`src/rtl/blit_pkg.sv`:
```
package blit_pkg;

    localparam int NCH  = 4;
    localparam int CH_W = 2;
    localparam int CH_D = 3;

    // register select codes
    localparam int RS_PTR_BASE = 0;
    localparam int RS_MOD_BASE = 4;
    localparam int RS_CTRL     = 8;
    localparam int RS_SIZE     = 9;
    localparam int SEL_W       = 4;

    typedef struct packed {
        logic            desc;
        logic [NCH-1:0]  en;
    } ctrl_t;

    typedef struct packed {
        logic            hit;
        logic [CH_W-1:0] idx;
    } pick_t;

    // lowest enabled stream whose index is at least `from`
    function automatic pick_t pick_from(logic [NCH-1:0] en, int from);
        pick_t r;
        r = '0;
        for (int i = NCH - 1; i >= 0; i--) begin
            if (en[i] && (i >= from)) begin
                r.hit = 1'b1;
                r.idx = CH_W'(i);
            end
        end
        return r;
    endfunction

endpackage

```
`src/rtl/blit_cfg_regs.sv`:
```
module blit_cfg_regs
    import blit_pkg::*;
#(
    parameter int H_BITS = 10,
    parameter int W_BITS = 6
) (
    input  logic              clk,
    input  logic              rst,
    input  logic              wr_en,
    input  logic [SEL_W-1:0]  wr_sel,
    input  logic [15:0]       wr_data,
    input  logic              busy,
    output ctrl_t             ctrl,
    output logic [H_BITS-1:0] hlast,
    output logic [W_BITS-1:0] wlast,
    output logic [NCH-1:0]    ld_ptr,
    output logic [NCH-1:0]    ld_mod,
    output logic              start
);

    localparam int SZ_TOP = H_BITS + W_BITS - 1;

    logic wr_ok;
    logic sel_size;
    logic sel_ctrl;

    assign wr_ok    = wr_en && !busy;
    assign sel_size = wr_ok && (wr_sel == SEL_W'(RS_SIZE));
    assign sel_ctrl = wr_ok && (wr_sel == SEL_W'(RS_CTRL));
    assign start    = sel_size && (|ctrl.en);

    for (genvar i = 0; i < NCH; i++) begin : g_ld
        assign ld_ptr[i] = wr_ok && (wr_sel == SEL_W'(RS_PTR_BASE + i));
        assign ld_mod[i] = wr_ok && (wr_sel == SEL_W'(RS_MOD_BASE + i));
    end

    always_ff @(posedge clk) begin
        if (rst) begin
            ctrl  <= '0;
            hlast <= '0;
            wlast <= '0;
        end else begin
            if (sel_ctrl) begin
                ctrl <= ctrl_t'(wr_data[NCH:0]);
            end
            if (sel_size) begin
                // field minus one: a zero field wraps to the maximum
                hlast <= wr_data[SZ_TOP:W_BITS] - H_BITS'(1);
                wlast <= wr_data[W_BITS-1:0] - W_BITS'(1);
            end
        end
    end

endmodule

```
`src/rtl/blit_chan_ptr.sv`:
```
module blit_chan_ptr #(
    parameter int ADDR_W = 24
) (
    input  logic              clk,
    input  logic              rst,
    input  logic              ld_ptr,
    input  logic              ld_mod,
    input  logic [ADDR_W-1:1] wdata,
    input  logic              step,
    input  logic              row_end,
    input  logic              desc,
    output logic [ADDR_W-1:0] ptr
);

    localparam int WA_W = ADDR_W - 1;

    logic [WA_W-1:0] ptr_q;   // word address
    logic [15:1]     mod_q;   // skip in words
    logic [WA_W-1:0] mod_ext;
    logic [WA_W-1:0] delta;

    assign mod_ext = {{(WA_W - 15){mod_q[15]}}, mod_q};
    assign delta   = WA_W'(1) + (row_end ? mod_ext : '0);
    assign ptr     = {ptr_q, 1'b0};

    always_ff @(posedge clk) begin
        if (rst) begin
            ptr_q <= '0;
            mod_q <= '0;
        end else begin
            if (ld_ptr) begin
                ptr_q <= wdata;
            end else if (step) begin
                ptr_q <= desc ? (ptr_q - delta) : (ptr_q + delta);
            end
            if (ld_mod) begin
                mod_q <= wdata[15:1];
            end
        end
    end

endmodule

```
`src/rtl/blit_walker.sv`:
```
module blit_walker
    import blit_pkg::*;
#(
    parameter int H_BITS = 10,
    parameter int W_BITS = 6
) (
    input  logic              clk,
    input  logic              rst,
    input  logic              start,
    input  logic [NCH-1:0]    en,
    input  logic [H_BITS-1:0] hlast,
    input  logic [W_BITS-1:0] wlast,
    input  logic              grant,
    output logic              busy,
    output logic [CH_W-1:0]   cur,
    output logic              row_end
);

    logic [W_BITS-1:0] col_q;
    logic [H_BITS-1:0] row_q;
    pick_t             first;
    pick_t             nxt;

    assign first   = pick_from(en, 0);
    assign nxt     = pick_from(en, int'(cur) + 1);
    assign row_end = (col_q == wlast);

    always_ff @(posedge clk) begin
        if (rst) begin
            busy  <= 1'b0;
            cur   <= '0;
            col_q <= '0;
            row_q <= '0;
        end else if (!busy) begin
            if (start) begin
                busy  <= 1'b1;
                cur   <= first.idx;
                col_q <= '0;
                row_q <= '0;
            end
        end else if (grant) begin
            if (nxt.hit) begin
                cur <= nxt.idx;
            end else begin
                cur <= first.idx;
                if (row_end) begin
                    col_q <= '0;
                    if (row_q == hlast) begin
                        busy <= 1'b0;
                    end else begin
                        row_q <= row_q + H_BITS'(1);
                    end
                end else begin
                    col_q <= col_q + W_BITS'(1);
                end
            end
        end
    end

endmodule

```
`src/rtl/blit_addr_seq.sv`:
```
module blit_addr_seq
    import blit_pkg::*;
#(
    parameter int ADDR_W = 24,
    parameter int H_BITS = 10,
    parameter int W_BITS = 6
) (
    input  logic                  clk,
    input  logic                  rst,
    input  logic                  wr_en,
    input  logic [3:0]            wr_sel,
    input  logic [ADDR_W-1:0]     wr_data,
    output logic                  busy,
    output logic                  req_valid,
    output logic                  req_write,
    output logic [1:0]            req_chan,
    output logic [ADDR_W-1:0]     req_addr,
    input  logic                  req_grant,
    output logic [4*ADDR_W-1:0]   ptr_o
);

    ctrl_t             ctrl;
    logic [H_BITS-1:0] hlast;
    logic [W_BITS-1:0] wlast;
    logic [NCH-1:0]    ld_ptr;
    logic [NCH-1:0]    ld_mod;
    logic              start;
    logic [CH_W-1:0]   cur;
    logic              row_end;
    logic [ADDR_W-1:0] ptr_arr [NCH];

    blit_cfg_regs #(
        .H_BITS (H_BITS),
        .W_BITS (W_BITS)
    ) u_cfg (
        .clk     (clk),
        .rst     (rst),
        .wr_en   (wr_en),
        .wr_sel  (wr_sel),
        .wr_data (wr_data[15:0]),
        .busy    (busy),
        .ctrl    (ctrl),
        .hlast   (hlast),
        .wlast   (wlast),
        .ld_ptr  (ld_ptr),
        .ld_mod  (ld_mod),
        .start   (start)
    );

    blit_walker #(
        .H_BITS (H_BITS),
        .W_BITS (W_BITS)
    ) u_walk (
        .clk     (clk),
        .rst     (rst),
        .start   (start),
        .en      (ctrl.en),
        .hlast   (hlast),
        .wlast   (wlast),
        .grant   (req_grant),
        .busy    (busy),
        .cur     (cur),
        .row_end (row_end)
    );

    for (genvar ch = 0; ch < NCH; ch++) begin : g_chan
        blit_chan_ptr #(
            .ADDR_W (ADDR_W)
        ) u_ptr (
            .clk     (clk),
            .rst     (rst),
            .ld_ptr  (ld_ptr[ch]),
            .ld_mod  (ld_mod[ch]),
            .wdata   (wr_data[ADDR_W-1:1]),
            .step    (busy && req_grant && (cur == CH_W'(ch))),
            .row_end (row_end),
            .desc    (ctrl.desc),
            .ptr     (ptr_arr[ch])
        );
        assign ptr_o[ch*ADDR_W +: ADDR_W] = ptr_arr[ch];
    end

    assign req_valid = busy;
    assign req_chan  = cur;
    assign req_write = (cur == CH_W'(CH_D));
    assign req_addr  = ptr_arr[cur];

endmodule

```
`config.mk`:
```
export PLATFORM = sky130hd
export DESIGN_NAME = blit_addr_seq
export DESIGN_NICKNAME = d
export VERILOG_FILES = /design/src/rtl/blit_pkg.sv /design/src/rtl/blit_cfg_regs.sv /design/src/rtl/blit_chan_ptr.sv /design/src/rtl/blit_walker.sv /design/src/rtl/blit_addr_seq.sv
export SDC_FILE = /design/constraint.sdc
export NUM_CORES = 1
export LEC_CHECK = 0
export ABC_AREA = 0
export BUFFER_PORTS_ARGS = -buffer_cell sky130_fd_sc_hd__buf_2
export CAP_MARGIN = 20
export CORE_MARGIN = 1.5
export CORE_UTILIZATION = 26
export CTS_CLUSTER_SIZE = 25
export DETAILED_ROUTE_END_ITERATION = 8
export PLACE_DENSITY = 0.52
export SYNTH_ARGS = -nofsm -noshare
export SYNTH_HDL_FRONTEND = slang
export SYNTH_SLANG_ARGS = --single-unit
export TNS_END_PERCENT = 30
```
`constraint.sdc`:
```
create_clock -name clk -period 16.5 [get_ports clk]
set_input_delay 2.475 -clock clk [delete_from_list [all_inputs] [get_ports clk]]
set_output_delay 2.475 -clock clk [all_outputs]
set_load 0.02 [all_outputs]
```
# == Yosys cells after proc, flatten, opt, wreduce, memory -nomap -nowiden ==
# Index checks and enable logic that the tools add are counted.
# totals
elab_cells,138
regBits,192
output_inout_bits,125
# classes
n_addsub,17
muxes,48
eq_ne,18
n_reduce_logical,33
bitwise,1
order_cmp,5
# ops
cell,n
$mux W23,16
$add A1 B23 Y23 const A,4
$add A23 B23 Y23,4
$sub A23 B23 Y23,4
$ge A3 B32 Y1 const A,2
$mux W10,6
$bmux W24 S2,1
$mux W24,2
$ge A1 B32 Y1 const A,1
$ge A2 B32 Y1 const A,1
$mux W6,5
$logic_and A1 B1 Y1,21
$eq A4 B3 Y1 const B,4
$mux W2,8
$mux W3,4
$add A10 B1 Y10 const B,1
$eq A10 B10 Y1,1
$reduce_bool A2 Y1,5
$sub A10 B1 Y10 const B,1
$eq A4 B2 Y1 const B,2
$eq A4 B4 Y1 const B,2
$add A6 B1 Y6 const B,1
$eq A6 B6 Y1,1
$mux W1,6
other kinds (16),19

# == Depth between registers and ports, before layout ==
# depth
depth_word,10
depth_mapped,28
depth_no_buf,25

# == By module ==
# A second synthesis with hierarchy kept.
# unflattened
hier_cells,2197
hier_area_um2,17498.0
# modules_own_cells
module,instances,cells_per_inst,seq_area_each_um2,area_per_inst_um2
blit_chan_ptr at g_chan[1].u_ptr ...,3,473,760.7,3654.8
blit_chan_ptr at g_chan[0].u_ptr,1,470,760.7,3527.1
blit_walker,1,147,380.4,1191.1
blit_cfg_regs,1,125,420.4,1167.4
blit_addr_seq,1,36,0.0,648.1

# == Worst setup path after synthesis ==
# No wires, ideal clock.
# synth_timing
path_kind,reg-to-reg
start,register u_walk.col_q[1]
end,register g_chan[3].u_ptr.ptr_q[22]
stages_incl_launch_ff,25
n_path_buf,3
period_less_slack_ps,5941
setup_time_ps,95
path_slack_ps,10559
arrival_ps,5846
cell_sequence,dfxtp_1 -> xor2_1 -> nor4_2 -> and2_1 -> buf_2 -> buf_1 -> nand2_1 -> inv_1 -> ha_1 -> clkbuf_1 -> nand4_1 -> nor3_1 -> mux2_2 -> o311a_1 -> o31ai_1 -> xor2_1 -> ha_1 -> a21o_1 -> a21o_1 -> a221o_1 -> a31oi_1 -> a21oi_1 -> a31o_2 -> or3_1 -> o311ai_1
# synth_via
elab_chain_cells,7
# synth_rtl
element,line,rtl
start: declaration,blit_walker.sv:19,logic [W_BITS-1:0] col_q;
start signal: assignment,blit_walker.sv:54,col_q <= col_q + W_BITS'(1);
$eq A6 B6 Y1 (*),blit_walker.sv:26,assign row_end = (col_q == wlast);
$mux W23 (*),blit_chan_ptr.sv:23,assign delta = WA_W'(1) + (row_end ? mod_ext : '0);
$add A1 B23 Y23 (*),blit_chan_ptr.sv:23,
$add A23 B23 Y23 / $sub A23 B23 Y23 (equally long branches),blit_chan_ptr.sv:34,ptr_q <= desc ? (ptr_q - delta) : (ptr_q + delta);
$mux W23 (*),blit_chan_ptr.sv:34,
$mux W23 (*),blit_chan_ptr.sv:33,end else if (step) begin
$mux W23 (*),blit_chan_ptr.sv:31,if (ld_ptr) begin
end signal: assignment,blit_chan_ptr.sv:32,ptr_q <= wdata;
end signal: assignment,blit_chan_ptr.sv:34,
end: declaration,blit_chan_ptr.sv:17,logic [WA_W-1:0] ptr_q;
# Mark *: on every way between the ends. The rest lies on a longest branch, timed or not. The select of a mux whose other input is x is not followed.
# A chain may end at the register's enable or synchronous reset.

# == Worst setup path after layout ==
# Same ends and word-level chain as after synthesis.

==> flow_metrics.tcl <==
set metrics [dict create \
    clockBufferDepth 2 \
    fin_worst_skew_ns 0.01610 \
    start_kind "flip-flop" \
    antenna_found_initial 1 \
    die_w_um 250.3 \
    path_class "reg2reg" \
    gp_congestion 0.9352 \
    r2r_setup_slack_ns 9.83 \
    syn-instance-count 2104 \
    min_from "g_chan[1].u_ptr.mod_q[14]$_SDFFE_PP0P_" \
    final_core_util_pct 29.61 \
    reg2reg_from "u_walk.col_q[1]$_SDFFE_PP0P_" \
    rows 90 \
    grt_pass1_wl_mm 93.97 \
    io_pins 157 \
    post-cts-setup-buffers 0 \
    powerDensity_mw_per_mm2 57.86 \
    dpl_worst_slack_ns 10.01 \
    overflow 0 \
    layout_setup_ws_ns 9.826 \
    vias 16515 \
    cp_top_family "compound AO/OA/AOI/OAI gates" \
    grt_usage_pct 19.59 \
    h-tree-depth 4 \
    netSwitchingFraction_pct 31.42 \
    grt_pass1_vias 14957 \
    cts_made_buffers 17 \
    combPwrFrac_pct 12.4 \
    wl_per_cell_um 21.45 \
    grt_max_degree 77 \
    drc 0 \
    start_util_pct 26.35 \
    hold_path.class "reg2reg" \
    slowest_delay_ns 0.59 \
    num_antenna_cells 0 \
    grt.met1_usage_pct 27.97 \
    multi_input_area_mm2 0.01133 \
    yosysSeqAreaShare_pct 24.17 \
    fp.dieArea_mm2 0.06266 \
    numClockSinks 192 \
    design.core.area_mm2 0.06036 \
    hold_viol 0 \
    layout.nets 2288 \
    regArea_mm2 0.003846 \
    layout_worst_path_cycle_share_pct 40.45 \
    area_growth_pct 12.36 \
    numPortBuffers 151 \
    slew_headroom_pct 28.56 \
    avgViaCountPerCell 5.596 \
    fillCellCount 6550 \
    routed_wl_mm 63.30 \
    crit_path_cell_trace "xor2_1, nor4_2, buf_4, and2_2, buf_4, nand2_1, inv_1, ha_1, nand4_1, nor3_1, mux2_2, o311a_1, o31ai_1, xor2_1, ha_1, a21o_1, a21o_1, a221o_1, a31oi_1, a21oi_1, a31o_2, or3_1, o311ai_1" \
    use_met2_pct 29.51 \
    cts_tree "done" \
    drtIter0Drc 1820 \
    slew_violations 0 \
    worstMarginPinSlew_ns 1.068 \
    critPathSlowestCell "nor3_1" \
    clk_pin_slew_ns 0.08 \
    yosys_warnings 0 \
    required_ns 16.88 \
    fin_cells 2951 \
    hold_end "g_chan[1].u_ptr.mod_q[14]$_SDFFE_PP0P_" \
    cts_hold_buf 0 \
    detail-route-antenna-nets 0 \
    busiest_layer "met2" \
    met3_usage_pct 3.720 \
    leakage_nw 7.402 \
    async_flop_share_pct 0 \
    post_cts_resized 0 \
    drive_above_1_share_pct 12.13 \
    ys_ff_latch 192 \
    seqPwrFrac_pct 46.4 \
    synth_edf_count 0 \
    clock_latency_ns 0.48 \
    synth.avg_cell_area_um2 7.559 \
    floorplan.die.height_um 250.3 \
    max_freq_ghz 0.1498 \
    status "completed" \
    finalCriticalPeriod_ns 6.674 \
    p_switching_w 0.0003249 \
    whs_path_depth 2 \
    vdd_drop_max_uv 70.45 \
    dr.pass1.iters 6 \
    rsz0062_at_grt "false" \
    synth_flop_cell "dfxtp_1" \
    root_buffer "clkbuf_16" \
    r2r_cells 23 \
    netlist_area_mm2 0.01590 \
    end_kind "flip-flop" \
    worstPathArrival_ns 7.05 \
    cp_max_fo 47 \
    detailed_place_hpwl_mm 47.30 \
    timing.setup.tns_ns 0 \
    path_buf_inv 3 \
    clkPwrFrac_pct 41.2 \
    intPower_w 0.0007090 \
    cap_violations 0 \
    placed_cells 2918 \
    synth_cell_types 82 \
    final-setup-viol-count 0 \
    power_w 0.001034 \
    worstReg2RegEnd "g_chan[3].u_ptr.ptr_q[22]$_SDFFE_PP0P_" \
]
==> Yosys cell counts, types with 5 or more instances <==
cell type  instances  area (um2)
nand2_1          253       949.7
a21oi_1          232        1161
nor2_1           195       732.0
dfxtp_1          192        3844
clkbuf_1         123       461.7
xnor2_1          106       928.4
ha_1              96        1201
o21ai_0           90       450.4
a22oi_1           74       555.5
xor2_1            74       648.1
inv_1             52       195.2
nand3_1           48       240.2
nor3_1            46       230.2
mux2i_1           35       350.3
a21o_1            33       247.7
and3_1            29       181.4
a31oi_1           26       162.7
nand4_1           25       156.4
mux4_2            23       518.0
a211oi_1          22       165.2
nand2b_1          22       137.6
nor4_1            21       131.4
o21a_1            20       150.1
or3_1             19       118.9
o31ai_1           18       135.1
o22ai_1           16       100.1
nor2b_1           14       87.58
buf_1             13       48.80
and2_1            12       75.07
a221oi_1          10       87.58
o211ai_1          10       75.07
and4_1             9       78.83
nand3b_1           8       60.06
o21bai_1           8       60.06
or2_2              8       50.05
a211o_1            7       61.31
nor3b_1            7       52.55
a21boi_0           6       45.04
buf_4              6       45.04
o22a_1             6       52.55
or4_1              5       37.54
==> sequential cells by signal, summed over array words and instances, names as in the netlist <==
signal / cells
g_chan.u_ptr.ptr_q: 92
g_chan.u_ptr.mod_q: 60
u_cfg.hlast: 10
u_walk.row_q: 10
u_cfg.wlast: 6
u_walk.col_q: 6
u_cfg.ctrl: 5
u_walk.cur: 2
u_walk.busy: 1
==> layer usage <==
layer	vias to the layer above	share of wire, %	wire length [um]
li1	7758	-	-
met1	8030	46	29390
met3	77	7.8	4914
met2	650	43	27280
met4	0	2.7	1717
met5	-	0	0
==> worst min-delay path: cells and delay by family (launching register included) <==
kind / cells / cell delay (ns)
flip-flops: 1 / 0.34
AO/OA/AOI/OAI: 1 / 0.06
AND/OR/NAND/NOR: 1 / 0.06
==> worst max path at each step <==
| stage | start | to | cells after the start |
|---|---|---|---|
| floorplan | u_walk.col_q[1]$_SDFFE_PP0P_ | g_chan[3].u_ptr.ptr_q[22]$_SDFFE_PP0P_ | 24 |
| global placement | u_walk.col_q[1]$_SDFFE_PP0P_ | g_chan[3].u_ptr.ptr_q[22]$_SDFFE_PP0P_ | 25 |
| CTS | u_walk.col_q[1]$_SDFFE_PP0P_ | g_chan[3].u_ptr.ptr_q[22]$_SDFFE_PP0P_ | 25 |
| global route | u_walk.col_q[1]$_SDFFE_PP0P_ | g_chan[2].u_ptr.ptr_q[22]$_SDFFE_PP0P_ | 25 |
| finish | u_walk.col_q[1]$_SDFFE_PP0P_ | g_chan[3].u_ptr.ptr_q[22]$_SDFFE_PP0P_ | 23 |
| detailed placement | u_walk.col_q[1]$_SDFFE_PP0P_ | g_chan[3].u_ptr.ptr_q[22]$_SDFFE_PP0P_ | 23 |
==> cell usage in the layout, fill, tap and decap left out, types with 74 or more instances in the layout <==
master	n
nand2_1	252
a21oi_1	232
nor2_1	193
dfxtp_1	190
buf_2	150
xnor2_1	106
ha_1	96
o21ai_0	90
xor2_1	74
a22oi_1	74
==> metrics by stage <==
stage	hold slack (ns)	cell area [um2]
3_3_place_gp	0.4778	17290
6_report	0.5031	17870
5_1_grt	0.5263	17870
3_5_place_dp	0.4882	17290
2_1_floorplan	0.4542	15920
4_1_cts	0.5003	17860
==> logic make-up after synthesis <==
| kind of cell | Yosys count | share of synthesized area [%] |
|---|---|---|
| DFF | 192 | 24.17 |
| buffers and inverters | 199 | 4.917 |
| and+or+nand+nor | 732 | 21.60 |
| muxes | 60 | 5.601 |
| other | 1 | 0.02358 |
| xor gates and xnor gates | 181 | 10.05 |
| adders and majority gates | 100 | 8.056 |
| AOI/OAI and AO/OA | 639 | 25.58 |
==> power groups by stage <==
stage / sequential (W) / combinational [W] / clock, W
after floorplan: 0.000487 / 0.0000808 / 0
after global placement: 0.000490 / 0.000124 / 0
after detailed placement: 0.000491 / 0.000125 / 0
after CTS: 0.000480 / 0.000126 / 0.000433
after global routing: 0.000481 / 0.000137 / 0.000452
final: 0.000480 / 0.000128 / 0.000426
==> cell type report <==
type                            instances  area share [%]
Multi-Input combinational cell       1717           63.39
Tap cell                              782           5.475
Sequential cell                       192           21.52
Clock inverter                         15          0.8262
Clock buffer                           17           2.381
Inverter                               52           1.092
Timing Repair Buffer                  176           5.314
Power figures use the tool's default switching activity.
